**src/rtl/i2ct_pkg.sv**
```systemverilog
package i2ct_pkg;
  typedef enum logic [2:0] {
    S_IDLE, S_ADDR, S_ADDR_ACK, S_WDATA, S_WDATA_ACK, S_RDATA, S_RACK, S_HOLD
  } bus_st_e;

  localparam int EV_RD_START = 0;
  localparam int EV_RD_END   = 1;
  localparam int EV_WR_END   = 2;
  localparam int EV_N        = 3;

  // register slots, counted from the end of the two word windows
  localparam int REG_RXPTR = 0;
  localparam int REG_TXPTR = 1;
  localparam int REG_IEN   = 2;
  localparam int REG_ISTS  = 3;
  localparam int REG_DEV   = 4;
  localparam int REG_CTRL  = 5;
endpackage

```
**src/rtl/i2ct_sync.sv**
```systemverilog
module i2ct_sync #(
  parameter int STAGES = 2
) (
  input  logic clk,
  input  logic rst_n,
  input  logic scl_i,
  input  logic sda_i,
  output logic sda,
  output logic scl_rise,
  output logic scl_fall,
  output logic start_det,
  output logic stop_det
);
  logic [STAGES-1:0][1:0] pipe;
  logic [1:0] prev;
  logic scl;

  always_ff @(posedge clk or negedge rst_n) begin
    if (!rst_n) begin
      pipe <= '1;
      prev <= '1;
    end else begin
      pipe <= {pipe[STAGES-2:0], {scl_i, sda_i}};
      prev <= pipe[STAGES-1];
    end
  end

  assign scl       = pipe[STAGES-1][1];
  assign sda       = pipe[STAGES-1][0];
  assign scl_rise  = scl & ~prev[1];
  assign scl_fall  = ~scl & prev[1];
  assign start_det = scl & prev[1] & prev[0] & ~sda;
  assign stop_det  = scl & prev[1] & ~prev[0] & sda;
endmodule

```
**src/rtl/i2ct_bytefile.sv**
```systemverilog
module i2ct_bytefile #(
  parameter int BYTES = 64,
  parameter int PW    = $clog2(BYTES),
  parameter int WW    = $clog2(BYTES / 4)
) (
  input  logic               clk,
  input  logic               rst_n,
  input  logic               b_we,
  input  logic [PW-1:0]      b_idx,
  input  logic [7:0]         b_wd,
  input  logic               w_we,
  input  logic [WW-1:0]      w_idx,
  input  logic [31:0]        w_wd,
  output logic [8*BYTES-1:0] flat
);
  for (genvar i = 0; i < BYTES; i++) begin : g_byte
    logic [7:0] q;
    always_ff @(posedge clk or negedge rst_n) begin
      if (!rst_n)                               q <= '0;
      else if (w_we && w_idx == WW'(i / 4))     q <= w_wd[8*(i%4) +: 8];
      else if (b_we && b_idx == PW'(i))         q <= b_wd;
    end
    assign flat[8*i +: 8] = q;
  end
endmodule

```
**src/rtl/i2ct_engine.sv**
```systemverilog
module i2ct_engine
  import i2ct_pkg::*;
#(
  parameter int PW = 6,
  parameter int TW = PW + 3
) (
  input  logic            clk,
  input  logic            rst_n,
  input  logic            sda,
  input  logic            scl_rise,
  input  logic            scl_fall,
  input  logic            start_det,
  input  logic            stop_det,
  input  logic [6:0]      dev_addr,
  input  logic            soft_rst,
  input  logic            rxp_ld,
  input  logic            txp_ld,
  input  logic [TW-1:0]   ld_val,
  input  logic [7:0]      tx_byte,
  output logic            sda_oe,
  output logic            rx_we,
  output logic [PW-1:0]   rx_ptr,
  output logic [7:0]      rx_byte,
  output logic [TW-1:0]   tx_ptr,
  output logic [EV_N-1:0] ev
);
  bus_st_e    st;
  logic [7:0] sh;
  logic [3:0] cnt;
  logic       is_rd, act_wr, act_rd;
  logic       cur_bit, bus_evt, tx_adv;

  assign cur_bit = tx_byte[~tx_ptr[2:0]];
  assign bus_evt = start_det | stop_det;
  assign tx_adv  = !soft_rst && !bus_evt && st == S_RDATA && scl_rise;
  assign rx_byte = sh;

  always_ff @(posedge clk or negedge rst_n) begin
    if (!rst_n) begin
      st <= S_IDLE; sh <= '0; cnt <= '0; is_rd <= 1'b0;
      act_wr <= 1'b0; act_rd <= 1'b0; sda_oe <= 1'b0;
      rx_we <= 1'b0; ev <= '0; rx_ptr <= '0; tx_ptr <= '0;
    end else begin
      ev    <= '0;
      rx_we <= 1'b0;
      if (soft_rst) begin
        st <= S_IDLE; sda_oe <= 1'b0; cnt <= '0;
        act_wr <= 1'b0; act_rd <= 1'b0;
      end else if (bus_evt) begin
        ev[EV_WR_END] <= act_wr;
        ev[EV_RD_END] <= act_rd;
        act_wr <= 1'b0; act_rd <= 1'b0;
        sda_oe <= 1'b0; cnt <= '0;
        st <= start_det ? S_ADDR : S_IDLE;
      end else begin
        case (st)
          S_ADDR: begin
            if (scl_rise) begin
              sh <= {sh[6:0], sda}; cnt <= cnt + 4'd1;
            end else if (scl_fall && cnt == 4'd8) begin
              cnt <= '0;
              if (sh[7:1] == dev_addr) begin
                sda_oe <= 1'b1; is_rd <= sh[0];
                ev[EV_RD_START] <= sh[0];
                st <= S_ADDR_ACK;
              end else begin
                st <= S_HOLD;
              end
            end
          end
          S_ADDR_ACK: if (scl_fall) begin
            if (is_rd) begin
              st <= S_RDATA; sda_oe <= ~cur_bit; act_rd <= 1'b1;
            end else begin
              st <= S_WDATA; sda_oe <= 1'b0; act_wr <= 1'b1;
            end
          end
          S_WDATA: begin
            if (scl_rise) begin
              sh <= {sh[6:0], sda}; cnt <= cnt + 4'd1;
            end else if (scl_fall && cnt == 4'd8) begin
              rx_we <= 1'b1; sda_oe <= 1'b1; cnt <= '0;
              st <= S_WDATA_ACK;
            end
          end
          S_WDATA_ACK: if (scl_fall) begin
            sda_oe <= 1'b0; st <= S_WDATA;
          end
          S_RDATA: begin
            if (scl_fall) sda_oe <= ~cur_bit;
            else if (scl_rise && tx_ptr[2:0] == 3'd7) st <= S_RACK;
          end
          S_RACK: begin
            if (scl_fall) sda_oe <= 1'b0;
            else if (scl_rise) st <= sda ? S_HOLD : S_RDATA;
          end
          default: ;
        endcase
      end

      if (rxp_ld)     rx_ptr <= ld_val[PW-1:0];
      else if (rx_we) rx_ptr <= rx_ptr + 1'b1;
      if (txp_ld)      tx_ptr <= ld_val;
      else if (tx_adv) tx_ptr <= tx_ptr + 1'b1;
    end
  end

  // a soft reset lets go of the data line at once
  a_r10_soft_release: assert property (@(posedge clk) disable iff (!rst_n)
    soft_rst |=> !sda_oe);
  // the receive pointer only steps by one unless software loads it
  a_r3_rx_step: assert property (@(posedge clk) disable iff (!rst_n)
    (!$past(rxp_ld) && rx_ptr != $past(rx_ptr)) |-> rx_ptr == PW'($past(rx_ptr) + 1'b1));
  // the line is pulled only in acknowledge or read-data phases
  a_r2_drive_phase: assert property (@(posedge clk) disable iff (!rst_n)
    sda_oe |-> (st == S_ADDR_ACK || st == S_WDATA_ACK || st == S_RDATA || st == S_RACK));
  // a NACK from the controller leaves the line released
  a_r5_nack_release: assert property (@(posedge clk) disable iff (!rst_n)
    (st == S_RACK && scl_rise && sda && !soft_rst) |=> !sda_oe);
endmodule

```
**src/rtl/i2c_wordbuf_target.sv**
```systemverilog
module i2c_wordbuf_target
  import i2ct_pkg::*;
#(
  parameter int         FILE_BYTES  = 64,
  parameter int         SYNC_STAGES = 2,
  parameter logic [6:0] ADDR_RESET  = 7'h50,
  parameter int         PW          = $clog2(FILE_BYTES),
  parameter int         WW          = PW - 2,
  parameter int         AW          = WW + 2
) (
  input  logic          clk,
  input  logic          rst_n,
  input  logic          scl_i,
  input  logic          sda_i,
  output logic          sda_oe,
  input  logic [AW-1:0] cpu_addr,
  input  logic          cpu_we,
  input  logic [31:0]   cpu_wdata,
  output logic [31:0]   cpu_rdata,
  output logic          irq
);
  localparam int TW       = PW + 3;
  localparam int REG_BASE = 2 * (FILE_BYTES / 4);

  logic sda, scl_rise, scl_fall, start_det, stop_det;
  logic [6:0]            dev_addr;
  logic [EV_N-1:0]       ien, sts, ev, w1c;
  logic                  rx_we, soft_rst, rxp_ld, txp_ld, tx_wwe;
  logic [PW-1:0]         rx_ptr;
  logic [TW-1:0]         tx_ptr;
  logic [7:0]            rx_byte, tx_byte;
  logic [8*FILE_BYTES-1:0] rx_flat, tx_flat;
  logic [WW-1:0]         widx;

  function automatic logic hit(input logic [AW-1:0] a, input int k);
    return a == AW'(REG_BASE + k);
  endfunction

  assign widx     = cpu_addr[WW-1:0];
  assign soft_rst = cpu_we && hit(cpu_addr, REG_CTRL) && cpu_wdata[0];
  assign rxp_ld   = cpu_we && hit(cpu_addr, REG_RXPTR);
  assign txp_ld   = cpu_we && hit(cpu_addr, REG_TXPTR);
  assign tx_wwe   = cpu_we && cpu_addr[AW-1:AW-2] == 2'b01;
  assign w1c      = (cpu_we && hit(cpu_addr, REG_ISTS)) ? cpu_wdata[EV_N-1:0] : '0;
  assign tx_byte  = tx_flat[{tx_ptr[TW-1:3], 3'd0} +: 8];
  assign irq      = |(sts & ien);

  i2ct_sync #(.STAGES(SYNC_STAGES)) u_sync (
    .clk(clk), .rst_n(rst_n), .scl_i(scl_i), .sda_i(sda_i), .sda(sda),
    .scl_rise(scl_rise), .scl_fall(scl_fall), .start_det(start_det), .stop_det(stop_det)
  );

  i2ct_engine #(.PW(PW), .TW(TW)) u_engine (
    .clk(clk), .rst_n(rst_n), .sda(sda), .scl_rise(scl_rise), .scl_fall(scl_fall),
    .start_det(start_det), .stop_det(stop_det), .dev_addr(dev_addr), .soft_rst(soft_rst),
    .rxp_ld(rxp_ld), .txp_ld(txp_ld), .ld_val(cpu_wdata[TW-1:0]), .tx_byte(tx_byte),
    .sda_oe(sda_oe), .rx_we(rx_we), .rx_ptr(rx_ptr), .rx_byte(rx_byte),
    .tx_ptr(tx_ptr), .ev(ev)
  );

  i2ct_bytefile #(.BYTES(FILE_BYTES), .PW(PW), .WW(WW)) u_rxfile (
    .clk(clk), .rst_n(rst_n), .b_we(rx_we), .b_idx(rx_ptr), .b_wd(rx_byte),
    .w_we(1'b0), .w_idx(widx), .w_wd(32'd0), .flat(rx_flat)
  );

  i2ct_bytefile #(.BYTES(FILE_BYTES), .PW(PW), .WW(WW)) u_txfile (
    .clk(clk), .rst_n(rst_n), .b_we(1'b0), .b_idx(rx_ptr), .b_wd(8'd0),
    .w_we(tx_wwe), .w_idx(widx), .w_wd(cpu_wdata), .flat(tx_flat)
  );

  always_ff @(posedge clk or negedge rst_n) begin
    if (!rst_n) begin
      dev_addr <= ADDR_RESET;
      ien      <= '0;
      sts      <= '0;
    end else begin
      if (cpu_we && hit(cpu_addr, REG_DEV)) dev_addr <= cpu_wdata[6:0];
      if (cpu_we && hit(cpu_addr, REG_IEN)) ien <= cpu_wdata[EV_N-1:0];
      sts <= (sts & ~w1c) | ev;
    end
  end

  always_comb begin
    cpu_rdata = '0;
    if (!cpu_addr[AW-1]) begin
      cpu_rdata = cpu_addr[AW-2] ? tx_flat[{widx, 5'd0} +: 32] : rx_flat[{widx, 5'd0} +: 32];
    end else if (hit(cpu_addr, REG_RXPTR)) cpu_rdata[PW-1:0]   = rx_ptr;
    else if (hit(cpu_addr, REG_TXPTR))     cpu_rdata[TW-1:0]   = tx_ptr;
    else if (hit(cpu_addr, REG_IEN))       cpu_rdata[EV_N-1:0] = ien;
    else if (hit(cpu_addr, REG_ISTS))      cpu_rdata[EV_N-1:0] = sts;
    else if (hit(cpu_addr, REG_DEV))       cpu_rdata[6:0]      = dev_addr;
  end

  // the write-end status bit only rises from a sequencer event
  a_r6_wr_end_cause: assert property (@(posedge clk) disable iff (!rst_n)
    $rose(sts[EV_WR_END]) |-> $past(ev[EV_WR_END]));
  // writing one clears the bit when no new event coincides
  a_r7_w1c_clears: assert property (@(posedge clk) disable iff (!rst_n)
    (w1c[EV_RD_START] && !ev[EV_RD_START]) |=> !sts[EV_RD_START]);
endmodule

```
**config.mk**
```make
export PLATFORM = sky130hd
export DESIGN_NAME = i2c_wordbuf_target
export DESIGN_NICKNAME = d
export VERILOG_FILES = /design/src/rtl/i2ct_pkg.sv /design/src/rtl/i2ct_sync.sv /design/src/rtl/i2ct_bytefile.sv /design/src/rtl/i2ct_engine.sv /design/src/rtl/i2c_wordbuf_target.sv
export SDC_FILE = /design/constraint.sdc
export NUM_CORES = 2
export LEC_CHECK = 0
export BUFFER_PORTS_ARGS = -buffer_cell sky130_fd_sc_hd__buf_2
export CORE_ASPECT_RATIO = 1.5
export CORE_MARGIN = 1
export CORE_UTILIZATION = 40
export CTS_CLUSTER_DIAMETER = 40
export DETAILED_ROUTE_END_ITERATION = 8
export MAX_ROUTING_LAYER = met4
export PLACE_DENSITY_LB_ADDON = 0.25
export SLEW_MARGIN = 5
export SYNTH_ARGS = -nofsm -noshare
export SYNTH_HDL_FRONTEND = slang
export SYNTH_SLANG_ARGS = --single-unit
```
**constraint.sdc**
```tcl
create_clock -name clk -period 4.3 [get_ports clk]
set_clock_uncertainty 0.15 [all_clocks]
set_input_delay 0.645 -clock clk [delete_from_list [all_inputs] [get_ports clk]]
set_output_delay 0.645 -clock clk [all_outputs]
set_load 0.01 [all_outputs]
```
# Yosys cells after proc, flatten, opt, wreduce, memory -nomap -nowiden
# Index checks and enable logic that the tools add are counted.
[word_totals]
output_inout_bits = 34
in_bits = 43
reg_bits = 1081
[op_classes]
shift = 3
muxes = 75
addsub = 3
magnitude_cmp = 1
reduce_logical = 116
bitwise = 21
eq_ne = 108
[ops]
columns = ["op", "n"]
rows = [
  ["$shiftx 512x10->32", 2],
  ["$shiftx 512x10->8", 1],
  ["$eq 6x6->1 const B", 38],
  ["$eq 6x5->1 const B", 16],
  ["$logic_and 1x1->1", 93],
  ["$mux 3", 19],
  ["$eq 6x4->1 const B", 8],
  ["$eq 4x4->1 const B", 9],
  ["$mux 1", 33],
  ["$mux 32", 1],
  ["$ne 4x1->1 const B", 8],
  ["$mux 4", 7],
  ["$mux 9", 3],
  ["$eq 6x3->1 const B", 4],
  ["$mux 23", 1],
  ["$mux 6", 3],
  ["$pmux 3 s6", 1],
  ["$eq 4x3->1 const B", 4],
  ["$ne 4x4->1 const B", 4],
  ["$mux 7", 2],
  ["$eq 3x3->1 const B", 4],
  ["$eq 6x2->1 const B", 2],
  ["$reduce_bool 3->1", 4],
  ["$reduce_and 11->1", 1],
  ["other kinds (36)", 59],
]

# Longest topological paths before layout
[depth]
depth_word = 10
depth_mapped = 11

# By module
# A second synthesis with hierarchy kept.
[hier_totals]
hier_cells = 7415
hier_area_um2 = 67405.9
[by_module_without_submodules]
columns = ["mod", "cells_per_inst", "area_each_um2", "seq_area_each_um2", "n_inst"]
rows = [
  ["i2ct_bytefile at u_rxfile", 3142, 26032.5, 12812.3, 1],
  ["i2ct_bytefile at u_txfile", 3142, 25991.2, 12812.3, 1],
  ["i2c_wordbuf_target", 902, 12948.7, 327.8, 1],
  ["i2ct_engine", 219, 2243.4, 950.9, 1],
  ["i2ct_sync", 10, 190.2, 157.7, 1],
]

# Worst setup path after synthesis
# OpenSTA, ideal clock, no wires.
[synth_path]
path_type = "input -> output"
startpoint = "input cpu_addr[4]"
endpoint = "output cpu_rdata[16]"
t_arrival_ps = 2786
required_time_ps = 3505
setup_slack_ps = 719
stages = 7
n_path_buf = 3
path_cell_list = "buf_2 > buf_2 > buf_1 > mux4_2 > mux4_2 > mux2i_1 > nor2_1"
[synth_via]
elab_chain_cells = 2
[synth_rtl]
columns = ["element", "line", "source"]
rows = [
  ["start, declared", "i2c_wordbuf_target.sv:16", "input logic [AW-1:0] cpu_addr,"],
  ["$mux 32", "i2c_wordbuf_target.sv:86", "cpu_rdata = cpu_addr[AW-2] ? tx_flat[{widx, 5'd0} +: 32] : rx_flat[{widx, 5'd0} +: 32];"],
  ["$mux 23", "i2c_wordbuf_target.sv:85", "if (!cpu_addr[AW-1]) begin"],
  ["end, declared", "i2c_wordbuf_target.sv:19", "output logic [31:0] cpu_rdata,"],
]
# Every way passes these cells.

# Worst setup path in the final report
[layout_path]
startpoint = "register u_txfile.g_byte[60].q[5]"
endpoint = "output cpu_rdata[5]"
[layout_via]
elab_chain_cells = 3
[layout_rtl]
columns = ["element", "line", "source"]
rows = [
  ["start, declared", "i2ct_bytefile.sv:17", "logic [7:0] q;"],
  ["start signal, assigned", "i2ct_bytefile.sv:20", "else if (w_we && w_idx == WW'(i / 4)) q <= w_wd[8*(i%4) +: 8];"],
  ["start signal, assigned", "i2ct_bytefile.sv:21", "else if (b_we && b_idx == PW'(i)) q <= b_wd;"],
  ["$shiftx 512x10->32", "i2c_wordbuf_target.sv:86", ""],
  ["$mux 32", "i2c_wordbuf_target.sv:86", ""],
  ["$mux 9", "i2c_wordbuf_target.sv:85", ""],
]
# Every way passes these cells.

==> flow_summary.toml <==
[status]
status = "complete, but fails checks"
failed_checks = "design-rule violations"

[grt]
first_global_vias = 36480
grt.overflow.total = 0
grt_antenna_before_repair = 20
grt_usage = 0.3211
grt_pass1_wl_um = 293400
grt_max_degree = 94

[layout]
layout-drive-gt1-share = 0.5509
final_nets = 3682
final_util = 0.4649
synthToLayoutAreaGrowth_pct = 15.32
fin_cells = 5493

[floorplanning]
die_h_um = 450.7
dieArea_mm2 = 0.1357
core_mm2 = 0.1332
rows = 164
ios = 77
initial_utilization = 0.4032
fp.dieW_um = 301.1

[setup_path]
crit_buf_inv = 2
cpMaxStageDelayCell = "mux4_2"
setup.worst_path.class = "flip-flop to primary output"
slowest_delay_ns = 0.55
crit_top_cell = "mux4_2"
r2r-end = "u_engine.sda_oe"
r2r_slack_ns = 0.42
cp.arrival_ns = 3.34
worst-path-max-fanout = 3
timing.rr.start = "u_engine.tx_ptr[4]"
reg2reg_depth = 9
path_cells = "mux4_2 > mux4_2 > a2111oi_2 > buf_4 > a31oi_1 > buf_2"
startpoint_type = "flip-flop"
required_ns = 3.50
endpoint_kind = "primary output"
cp_top_family = "multiplexers"

[detailed_routing]
wl_um = 208500
drtAntennaViolNets = 0
firstDrtPassIters = 7
post-route-drc-count = 38
via_per_inst = 6.418
vias = 35250
avgRoutedWirePerCell_um = 37.95
dr.first_iter.drc_count = 3473

[placement]
io_buffer_count = 76
dpl.cell_count = 5239
dp_hpwl_um = 144700
place_ws_ns = 0.2080
place.gp.congestion = 0.9613

[clocking]
postCtsSetupBuffers = 0
cts-htree-levels = 4
cts_root_buf = "clkbuf_16"
cts_tree = "done"
path_clk_slew_ns = 0.06
cts_inserted_buffers = 130
clockBufferDepth = 3
clock-sinks = 1081
clk_latency_ns = 0.79

[yosys]
synth.ff_latch_count = 1081
synthTopCellsByCount = "dfrtp_1 (1073), mux2_2 (1048), mux4_2 (407)"
syn_inst = 3492
yosysTopAreaCell = "dfrtp_1"
ys_seq_area_frac = 0.5040
synth_warnings = 0
yosysMostFrequentCell = "dfrtp_1"
synth_top_area_frac = 0.5001
ys_types = 73
synth_area_leaders = "dfrtp_1 (50%), mux2_2 (22%), mux4_2 (17%), mux2i_1 (2.4%), clkbuf_1 (1.2%)"
synth_area_per_cell_um2 = 15.38
synth-main-ff-cell = "dfrtp_1"
synth-edff-count = 0
synth_nets = 3543
synthesis.area_mm2 = 0.05369
async_flop_share = 1.000

[hold_path]
hold_path_end = "sts[2]"
holdPathStages = 3
hp-class = "input port to flip-flop"
min_from = "cpu_we"

[run]
maxCapViolations = 0

[timing]
fin_setup_tns_ns = 0
worst_slew_pin_slew_ns = 1.324
hold_viol_final = 0
finalWorstSetupSlack_ns = 0.1694
fin_crit_sh = 0.9606
maxSlewHeadroom = 0.1153
setup_viol = 0
timing.final.max_slew_violations = 0
hold_ws_ns = 0.1832
fin_crit_ns = 4.131
fmax_mhz = 242.1
rsz0062_at_grt = "no"

[power]
p_per_area_mw_per_mm2 = 458.0
p_leak_nw = 28.13
peakVddDrop_uv = 281.9
==> flip-flops by register name, summed over array words and instances (netlist names) <==
name and flops:
u_rxfile.g_byte.q 512, u_txfile.g_byte.q 512, u_engine.tx_ptr 9, u_engine.rx_byte 8, dev_addr 7, u_engine.rx_ptr 6
u_engine.cnt 4, ien 3, sts 3, u_engine.ev 3, u_engine.st 3, u_sync.pipe 3
u_sync.prev 2, u_engine.act_rd 1, u_engine.act_wr 1, u_engine.is_rd 1, u_engine.rx_we 1, u_engine.sda_oe 1
u_sync.sda 1
==> power by group <==
group | switching, mW | total, mW | internal [mW] | leakage [nW]
logic | 2.81 | 4.95 | 2.14 | 11.3
registers | 1.04 | 12.0 | 10.9 | 14.6
clock network | 4.84 | 11.4 | 6.59 | 2.14
==> how the worst max path moves through the flow <==
stage,from,end,slack (ns),cells after the start
2_1_floorplan,cpu_addr[4],cpu_rdata[16],0.72,7
3_3_place_gp,cpu_addr[4],cpu_rdata[5],0.22,7
3_5_place_dp,cpu_addr[4],cpu_rdata[5],0.21,7
4_1_cts,u_txfile.g_byte[60].q[5],cpu_rdata[5],0.12,6
5_1_grt,u_txfile.g_byte[60].q[5],cpu_rdata[5],0.11,6
6_report,u_txfile.g_byte[60].q[5],cpu_rdata[5],0.17,6
==> metrics by stage <==
| stage | total power [mW] | instance area (um^2) |
|---|---|---|
| 3_5_place_dp | 17.00 | 57390 |
| 5_1_grt | 29.13 | 61910 |
| 2_1_floorplan | 14.75 | 53690 |
| 3_3_place_gp | 16.94 | 57390 |
| 6_report | 28.36 | 61920 |
| 4_1_cts | 28.40 | 61890 |
==> cell families (layout without fill, tap and decap cells) <==
family / count (synthesis) / count (layout) / share of synthesized area
multiplexers: 1589 / 1589 / 0.4164
other: 0 / 11 / 0
XOR/XNOR: 20 / 20 / 0.003263
AO/OA/AOI/OAI: 165 / 165 / 0.02102
buffers and inverters: 318 / 565 / 0.02582
adder cells (fa/ha/maj): 8 / 8 / 0.001864
AND/OR/NAND/NOR: 311 / 311 / 0.02757
flip-flops: 1081 / 1081 / 0.5040
==> worst register-to-register path: cells and delay by family, from the launching register on <==
family | cells | cell delay [ns]
AND/OR/NAND/NOR | 2 | 0.99
buffers and inverters | 2 | 0.46
AO/OA/AOI/OAI | 5 | 1.44
flip-flops | 1 | 0.76
==> cell usage in the layout (no fill, tap or decap), drive strengths merged, types with 4 or more instances in the layout <==
cell type	instances
nand3b	9
and4b	4
a221oi	12
or2	6
o22ai	12
dfrtp	1073
clkinvlp	15
nand2b	7
a31oi	4
nor3	15
xnor2	14
o21ai	40
nand4	9
nor4	7
nor2	119
a21o	4
clkinv	31
a21oi	34
mux2	1049
dfstp	8
xor2	6
mux4	410
diode	11
nor3b	4
inv	32
clkbuf	165
mux2i	130
bufinv	9
ha	8
nand3	16
a211oi	5
nor2b	10
o221ai	19
nand2	76
buf	310
and3	9
and2	10
==> per-layer routing <==
layer	vias to the layer above	share of wire	GRT usage
li1	13650	-	-
met1	19200	0.36	0.3715
met2	1758	0.48	0.4998
met3	647	0.072	0.06527
met4	0	0.085	0.2235
met5	-	0	-
==> cell type report <==
class | instances | area [um^2]
diodes | 11 | 27.53
clock buffers | 165 | 3580
clock inverters | 75 | 880.8
fillers | 11590 | 71250
inverters | 12 | 45.04
multi-input cells | 2093 | 25450
flip-flops and latches | 1081 | 27080
well taps | 1743 | 2181
repair buffers | 313 | 2671
==> timing repair <==
action,CTS,global route
hold endpoints to repair,52,0
setup endpoints to repair,1,0
resized for setup,2,0
hold buffers,3,0
Note: power is estimated with default switching activity, not from simulation.
